--- src/rtl/ds3oh_pkg.sv ---
package ds3oh_pkg;
  typedef enum logic {
    MODE_OHCLK = 1'b0,
    MODE_TXEN  = 1'b1
  } oh_mode_e;
endpackage

--- src/rtl/ds3oh_slot_timer.sv ---
module ds3oh_slot_timer #(
  parameter int SLOT_CYCLES = 8,
  parameter int NUM_SLOTS   = 56,
  localparam int PH_W  = $clog2(SLOT_CYCLES),
  localparam int IDX_W = $clog2(NUM_SLOTS)
) (
  input  logic             clk,
  input  logic             rst,
  output logic             run_o,
  output logic [PH_W-1:0]  phase_o,
  output logic [IDX_W-1:0] idx_o
);
  localparam logic [PH_W-1:0]  PH_LAST  = PH_W'(SLOT_CYCLES - 1);
  localparam logic [IDX_W-1:0] IDX_LAST = IDX_W'(NUM_SLOTS - 1);

  always_ff @(posedge clk) begin
    if (rst) begin
      run_o   <= 1'b0;
      phase_o <= '0;
      idx_o   <= '0;
    end else begin
      run_o <= 1'b1;
      if (run_o) begin
        if (phase_o == PH_LAST) begin
          phase_o <= '0;
          idx_o   <= (idx_o == IDX_LAST) ? '0 : idx_o + 1'b1;
        end else begin
          phase_o <= phase_o + 1'b1;
        end
      end
    end
  end


  idx_range_chk: assert property (@(posedge clk) disable iff (rst)
    idx_o <= IDX_LAST);


  idx_wrap_chk: assert property (@(posedge clk) disable iff (rst)
    (run_o && phase_o == PH_LAST && idx_o == IDX_LAST) |=> (idx_o == '0));
endmodule

--- src/rtl/ds3oh_strobes.sv ---
module ds3oh_strobes
  import ds3oh_pkg::*;
#(
  parameter int SLOT_CYCLES = 8,
  parameter int NUM_SLOTS   = 56,
  localparam int PH_W  = $clog2(SLOT_CYCLES),
  localparam int IDX_W = $clog2(NUM_SLOTS)
) (
  input  logic             clk,
  input  logic             rst,
  input  logic             run_i,
  input  oh_mode_e         mode_i,
  input  logic [PH_W-1:0]  phase_i,
  input  logic [IDX_W-1:0] idx_i,
  output logic             oh_clk_o,
  output logic             oh_en_o,
  output logic             frame_o,
  output logic             sample_o
);
  localparam logic [PH_W-1:0] PH_HALF   = PH_W'(SLOT_CYCLES / 2);
  localparam logic [PH_W-1:0] PH_FALL_M = PH_W'(SLOT_CYCLES / 2 - 1);

  logic cap_m1, cap_m2;

  always_comb begin
    oh_clk_o = run_i && (mode_i == MODE_OHCLK) && (phase_i < PH_HALF);
    oh_en_o  = run_i && (mode_i == MODE_TXEN) && (phase_i == '0);
    frame_o  = run_i && (idx_i == '0);
    cap_m1   = (mode_i == MODE_OHCLK) && (phase_i == PH_FALL_M);
    cap_m2   = (mode_i == MODE_TXEN) && (phase_i == '0);
    sample_o = run_i && (cap_m1 || cap_m2);
  end


  strobe_excl_chk: assert property (@(posedge clk) disable iff (rst)
    !(oh_clk_o && oh_en_o));


  en_pulse_chk: assert property (@(posedge clk) disable iff (rst)
    oh_en_o |=> !oh_en_o);
endmodule

--- src/rtl/ds3oh_insert_mux.sv ---
module ds3oh_insert_mux #(
  parameter int IDX_W = 6
) (
  input  logic             clk,
  input  logic             rst,
  input  logic             sample_i,
  input  logic [IDX_W-1:0] idx_i,
  input  logic             ins_i,
  input  logic             data_i,
  input  logic             base_i,
  output logic             valid_o,
  output logic [IDX_W-1:0] idx_o,
  output logic             bit_o
);
  always_ff @(posedge clk) begin
    if (rst) begin
      valid_o <= 1'b0;
      idx_o   <= '0;
      bit_o   <= 1'b0;
    end else begin
      valid_o <= sample_i;
      if (sample_i) begin
        idx_o <= idx_i;
        bit_o <= ins_i ? data_i : base_i;
      end
    end
  end


  valid_pulse_chk: assert property (@(posedge clk) disable iff (rst)
    valid_o |=> !valid_o);


  ins_pick_chk: assert property (@(posedge clk) disable iff (rst)
    valid_o |-> (bit_o == ($past(ins_i) ? $past(data_i) : $past(base_i))));


  reset_cancel_chk: assert property (@(posedge clk) disable iff (rst)
    $past(rst) |-> !valid_o);
endmodule

--- src/rtl/ds3_oh_insert.sv ---
module ds3_oh_insert
  import ds3oh_pkg::*;
#(
  parameter int SLOT_CYCLES = 8,
  parameter int NUM_SLOTS   = 56,
  localparam int PH_W  = $clog2(SLOT_CYCLES),
  localparam int IDX_W = $clog2(NUM_SLOTS)
) (
  input  logic             clk,
  input  logic             rst,
  input  logic             mode_i,
  input  logic             base_bit_i,
  input  logic             oh_ins_i,
  input  logic             oh_data_i,
  output logic             oh_clk_o,
  output logic             oh_en_o,
  output logic             frame_o,
  output logic             out_valid_o,
  output logic [IDX_W-1:0] out_idx_o,
  output logic             out_bit_o
);
  oh_mode_e         mode;
  logic             run;
  logic [PH_W-1:0]  phase;
  logic [IDX_W-1:0] idx;
  logic             sample;

  assign mode = oh_mode_e'(mode_i);

  ds3oh_slot_timer #(.SLOT_CYCLES(SLOT_CYCLES), .NUM_SLOTS(NUM_SLOTS)) u_timer (
    .clk(clk), .rst(rst), .run_o(run), .phase_o(phase), .idx_o(idx)
  );

  ds3oh_strobes #(.SLOT_CYCLES(SLOT_CYCLES), .NUM_SLOTS(NUM_SLOTS)) u_strobes (
    .clk(clk), .rst(rst), .run_i(run), .mode_i(mode), .phase_i(phase),
    .idx_i(idx), .oh_clk_o(oh_clk_o), .oh_en_o(oh_en_o), .frame_o(frame_o),
    .sample_o(sample)
  );

  ds3oh_insert_mux #(.IDX_W(IDX_W)) u_mux (
    .clk(clk), .rst(rst), .sample_i(sample), .idx_i(idx), .ins_i(oh_ins_i),
    .data_i(oh_data_i), .base_i(base_bit_i), .valid_o(out_valid_o),
    .idx_o(out_idx_o), .bit_o(out_bit_o)
  );


  frame_slot_chk: assert property (@(posedge clk) disable iff (rst)
    (out_valid_o && frame_o) |-> (out_idx_o == '0));
endmodule

--- config.mk ---
export PLATFORM = sky130hd
export DESIGN_NAME = ds3_oh_insert
export DESIGN_NICKNAME = d
export VERILOG_FILES = /design/src/rtl/ds3oh_pkg.sv /design/src/rtl/ds3oh_slot_timer.sv /design/src/rtl/ds3oh_strobes.sv /design/src/rtl/ds3oh_insert_mux.sv /design/src/rtl/ds3_oh_insert.sv
export SDC_FILE = /design/constraint.sdc
export NUM_CORES = 1
export LEC_CHECK = 0
export BUFFER_PORTS_ARGS = -buffer_cell sky130_fd_sc_hd__buf_2
export CORE_MARGIN = 4
export CORE_UTILIZATION = 47
export DETAILED_ROUTE_END_ITERATION = 10
export PLACE_DENSITY = 0.75
export SKIP_CTS_REPAIR_TIMING = 1
export SYNTH_ARGS = -nofsm -noshare
export SYNTH_HDL_FRONTEND = slang
export SYNTH_SLANG_ARGS = --single-unit
--- constraint.sdc ---
create_clock -name clk -period 1.7 [get_ports clk]
set_input_delay 0.085 -clock clk [delete_from_list [all_inputs] [get_ports clk]]
set_output_delay 0.085 -clock clk [all_outputs]
set_load 0.05 [all_outputs]
==> summary.txt <==
Worst hold path
  • WHS Endpoint: u_timer.phase_o[1]
  • Hold path depth: 2
  • Hold Path Origin: rst
  • Hold Path Class: input port to flip-flop

GRT
  • Largest net degree at the start of global routing: 17
  • Vias in the first global route: 679
  • First-pass GRT wire length: 2925 µm
  • Initial antenna violation count: 0
  • GRT overflow: 0
  • Total GRT Usage: 14.58%

Finish
  • Share of layout cells above drive strength 1: 24.17%
  • Filler instances: 166
  • P&R area growth vs syn: 17.68%
  • Fin nets: 133
  • N_diodes: 0
  • Final Core Density: 59.01%

Logic synthesis
  • Synth Register Bits: 18
  • Post-synth top area cell: dfxtp_1
  • Syn nets: 112
  • Syn avg cell area: 8.846 µm²
  • Syn Inst Count: 100
  • Post-Syn Area: 884.6 µm²
  • Synthesis Warnings: 0
  • Post-synthesis sequential area ratio: 40.74%
  • Share of the synthesized area in the top cell type: 40.74%
  • Area contributors post-synth: dfxtp_1 41%, ha_1 8.5%, mux2i_1 7.9%
  • Cell variety after synth: 30

Clock network
  • CTS H-tree lvls: 1
  • Clk slew on worst S/H paths: 0.10 ns
  • Clk Latency, worst-skew pair: 0.29 ns
  • Total CTS buffers: 3
  • Sink Count: 18
  • Clock root cell: clkbuf_4
  • Clock buffer depth: 2
  • CTS tree: built

Detailed routing
  • Routed length per instance: 11.99 µm
  • Antenna viol nets, final: 0
  • Via Count: 764
  • Iter 0 DRT Violations: 16
  • Routed vias/inst: 5.269
  • DRC: 0
  • Total Wirelength: 1739 µm
  • DRT Pass-1 Iters: 4

Worst setup path
  • Required @ worst endpoint: 1.62 ns
  • FF-to-FF path depth: 5
  • R2R Path Start: u_timer.phase_o[0]
  • Worst EP arrival: 1.52 ns
  • R2r endpoint: u_timer.idx_o[3]
  • WS Path Type: flip-flop to output pin
  • Worst setup EP type: output pin
  • Crit start category: flip-flop
  • Worst Path Max Fanout: 10
  • R2r setup slk: 0.12 ns

Floorplan
  • # IOs: 17
  • DIE AREA: 2640 µm²
  • Die width: 51.39 µm
  • Initial Utilization: 50.14%
  • Core area: 1764 µm²
  • Die Height: 51.39 µm
  • Site Rows: 15

Timing
  • PnR worst setup slack: 0.09346 ns
  • Fmax: 622.5 MHz
  • # setup viols final: 0
  • Max Transition Viols Final: 0
  • Tcrit/Tclk final: 94.50%
  • Worst slew margin relative to its limit: 71.94%
  • Final hold violations: 0
  • Tmin final: 1.607 ns
  • Actual slew at the worst max-slew pin: 0.4204 ns
  • Clk_skew: 0.001151 ns

Run
  • Max-cap violation count: 0

Power and ir drop
  • Peak VDD IR: 0.3367 mV
  • Pleak: 0.4349 nW
  • Pwr dens: 761.0 nW/µm²

Place
  • PortBufs: 16
  • Routability cong.: 0.8833
  • DP Worst Slack: 0.1119 ns
  • Post-DP HPWL: 1277 µm

Outcome
  • Status: completed
-- area by class of cell --
cell class	count	area, µm²	area share, %
clock buffer	4	36.28	3.486
inverter	9	33.78	3.245
timing repair buffer	19	102.6	9.856
tap	25	31.28	3.005
sequential	18	360.3	34.62
multi-input combinational	70	476.7	45.79
-- power by group --
| part | switching [mW] | leakage (nW) | internal [mW] |
|---|---|---|---|
| combinational | 0.0586 | 0.268 | 0.0316 |
| clock | 0.132 | 0.0210 | 0.130 |
| sequential | 0.00958 | 0.146 | 0.430 |
| total | 0.200 | 0.435 | 0.592 |
-- metrics by stage --
| stage | std cells | TNS, ns | instance area (µm²) | power, mW | hold slack [ns] |
|---|---|---|---|---|---|
| final | 145 | 0 | 1041 | 0.7922 | 0.08002 |
| after CTS | 145 | 0 | 1033 | 0.8039 | 0.06452 |
| after floorplan | 100 | -0.01908 | 889.6 | 0.5197 | 0.2715 |
| after global routing | 145 | -0.01051 | 1041 | 0.8267 | 0.07459 |
| after global placement | 141 | 0 | 997.2 | 0.5366 | 0.3797 |
| after detailed placement | 141 | 0 | 997.2 | 0.5396 | 0.3883 |
-- per-layer routing --
layer,track usage [%],wire length (µm)
met1,18.57,798
met2,22.88,819
met3,2.624,109
met4,8.297,12
met5,0,0
-- critical path: stages (launching register included) --
cell and delay, ns:
dfxtp_1 0.52, inv_1 0.21, nor3_1 0.21, buf_2 0.29
-- registers in the layout, indices dropped and copies added, names as in the netlist --
signal,cells
u_timer.phase_o,3
u_mux.idx_o,6
u_timer.run_o,1
u_mux.valid_o,1
u_mux.bit_o,1
u_timer.idx_o,6
-- layout by cell type, fill, tap and decap left out, drive strengths merged --
| cell | synthesis | layout |
|---|---|---|
| ha | 6 | 6 |
| xnor2 | 1 | 1 |
| nand3b | 3 | 3 |
| mux2 | 1 | 1 |
| nand2b | 2 | 2 |
| nor3 | 3 | 3 |
| inv | 9 | 9 |
| o211ai | 1 | 1 |
| and3 | 1 | 1 |
| nor2 | 5 | 5 |
| nor3b | 1 | 1 |
| or4 | 1 | 1 |
| dfxtp | 18 | 18 |
| clkbuf | 0 | 4 |
| o21ai | 1 | 1 |
| nand3 | 3 | 3 |
| a41oi | 1 | 1 |
| and4 | 1 | 1 |
| o21bai | 1 | 1 |
| a31oi | 1 | 1 |
| a21oi | 5 | 5 |
| nand2 | 19 | 19 |
| xor2 | 1 | 1 |
| a211oi | 3 | 3 |
| buf | 3 | 19 |
| and2 | 1 | 1 |
| o41ai | 1 | 1 |
| mux2i | 7 | 7 |
-- synth_stat cells --
master     n
ha_1       6
xnor2_1    1
nor3b_1    1
a21oi_1    4
mux2i_1    7
nor2_1     5
o41ai_1    1
nand2b_1   2
dfxtp_1   18
mux2_2     1
a211oi_1   3
nand2_1   18
and2_1     1
nand3_1    3
a41oi_1    1
a21oi_2    1
and4_2     1
xor2_1     1
buf_1      1
nand2_2    1
buf_6      2
nor3_1     3
o21ai_0    1
o21bai_1   1
inv_1      9
o211ai_1   1
a31oi_1    1
nand3b_1   3
and3_1     1
or4_1      1
-- kinds of logic after synthesis --
| family | synth area share (%) |
|---|---|
| AOI/OAI and AO/OA | 10.75 |
| xor gates and xnor gates | 1.981 |
| adders and majority gates | 8.486 |
| buffers and inverters | 6.788 |
| DFF | 40.74 |
| muxes | 9.194 |
| and+or+nand+nor | 22.07 |
-- worst max path at each step --
| stage | startpoint | endpoint | slack (ns) | cells after the start |
|---|---|---|---|---|
| after floorplan | u_timer.run_o | oh_clk_o | -0.01 | 3 |
| after global placement | u_timer.phase_o[0] | u_timer.idx_o[3] | 0.16 | 5 |
| after detailed placement | u_timer.phase_o[0] | u_timer.idx_o[3] | 0.11 | 5 |
| after CTS | u_timer.run_o | oh_clk_o | 0.08 | 3 |
| after global routing | u_timer.phase_o[0] | u_timer.idx_o[3] | -0.01 | 5 |
| final | u_timer.run_o | oh_clk_o | 0.09 | 3 |
Note: power is estimated with default switching activity, not from simulation.
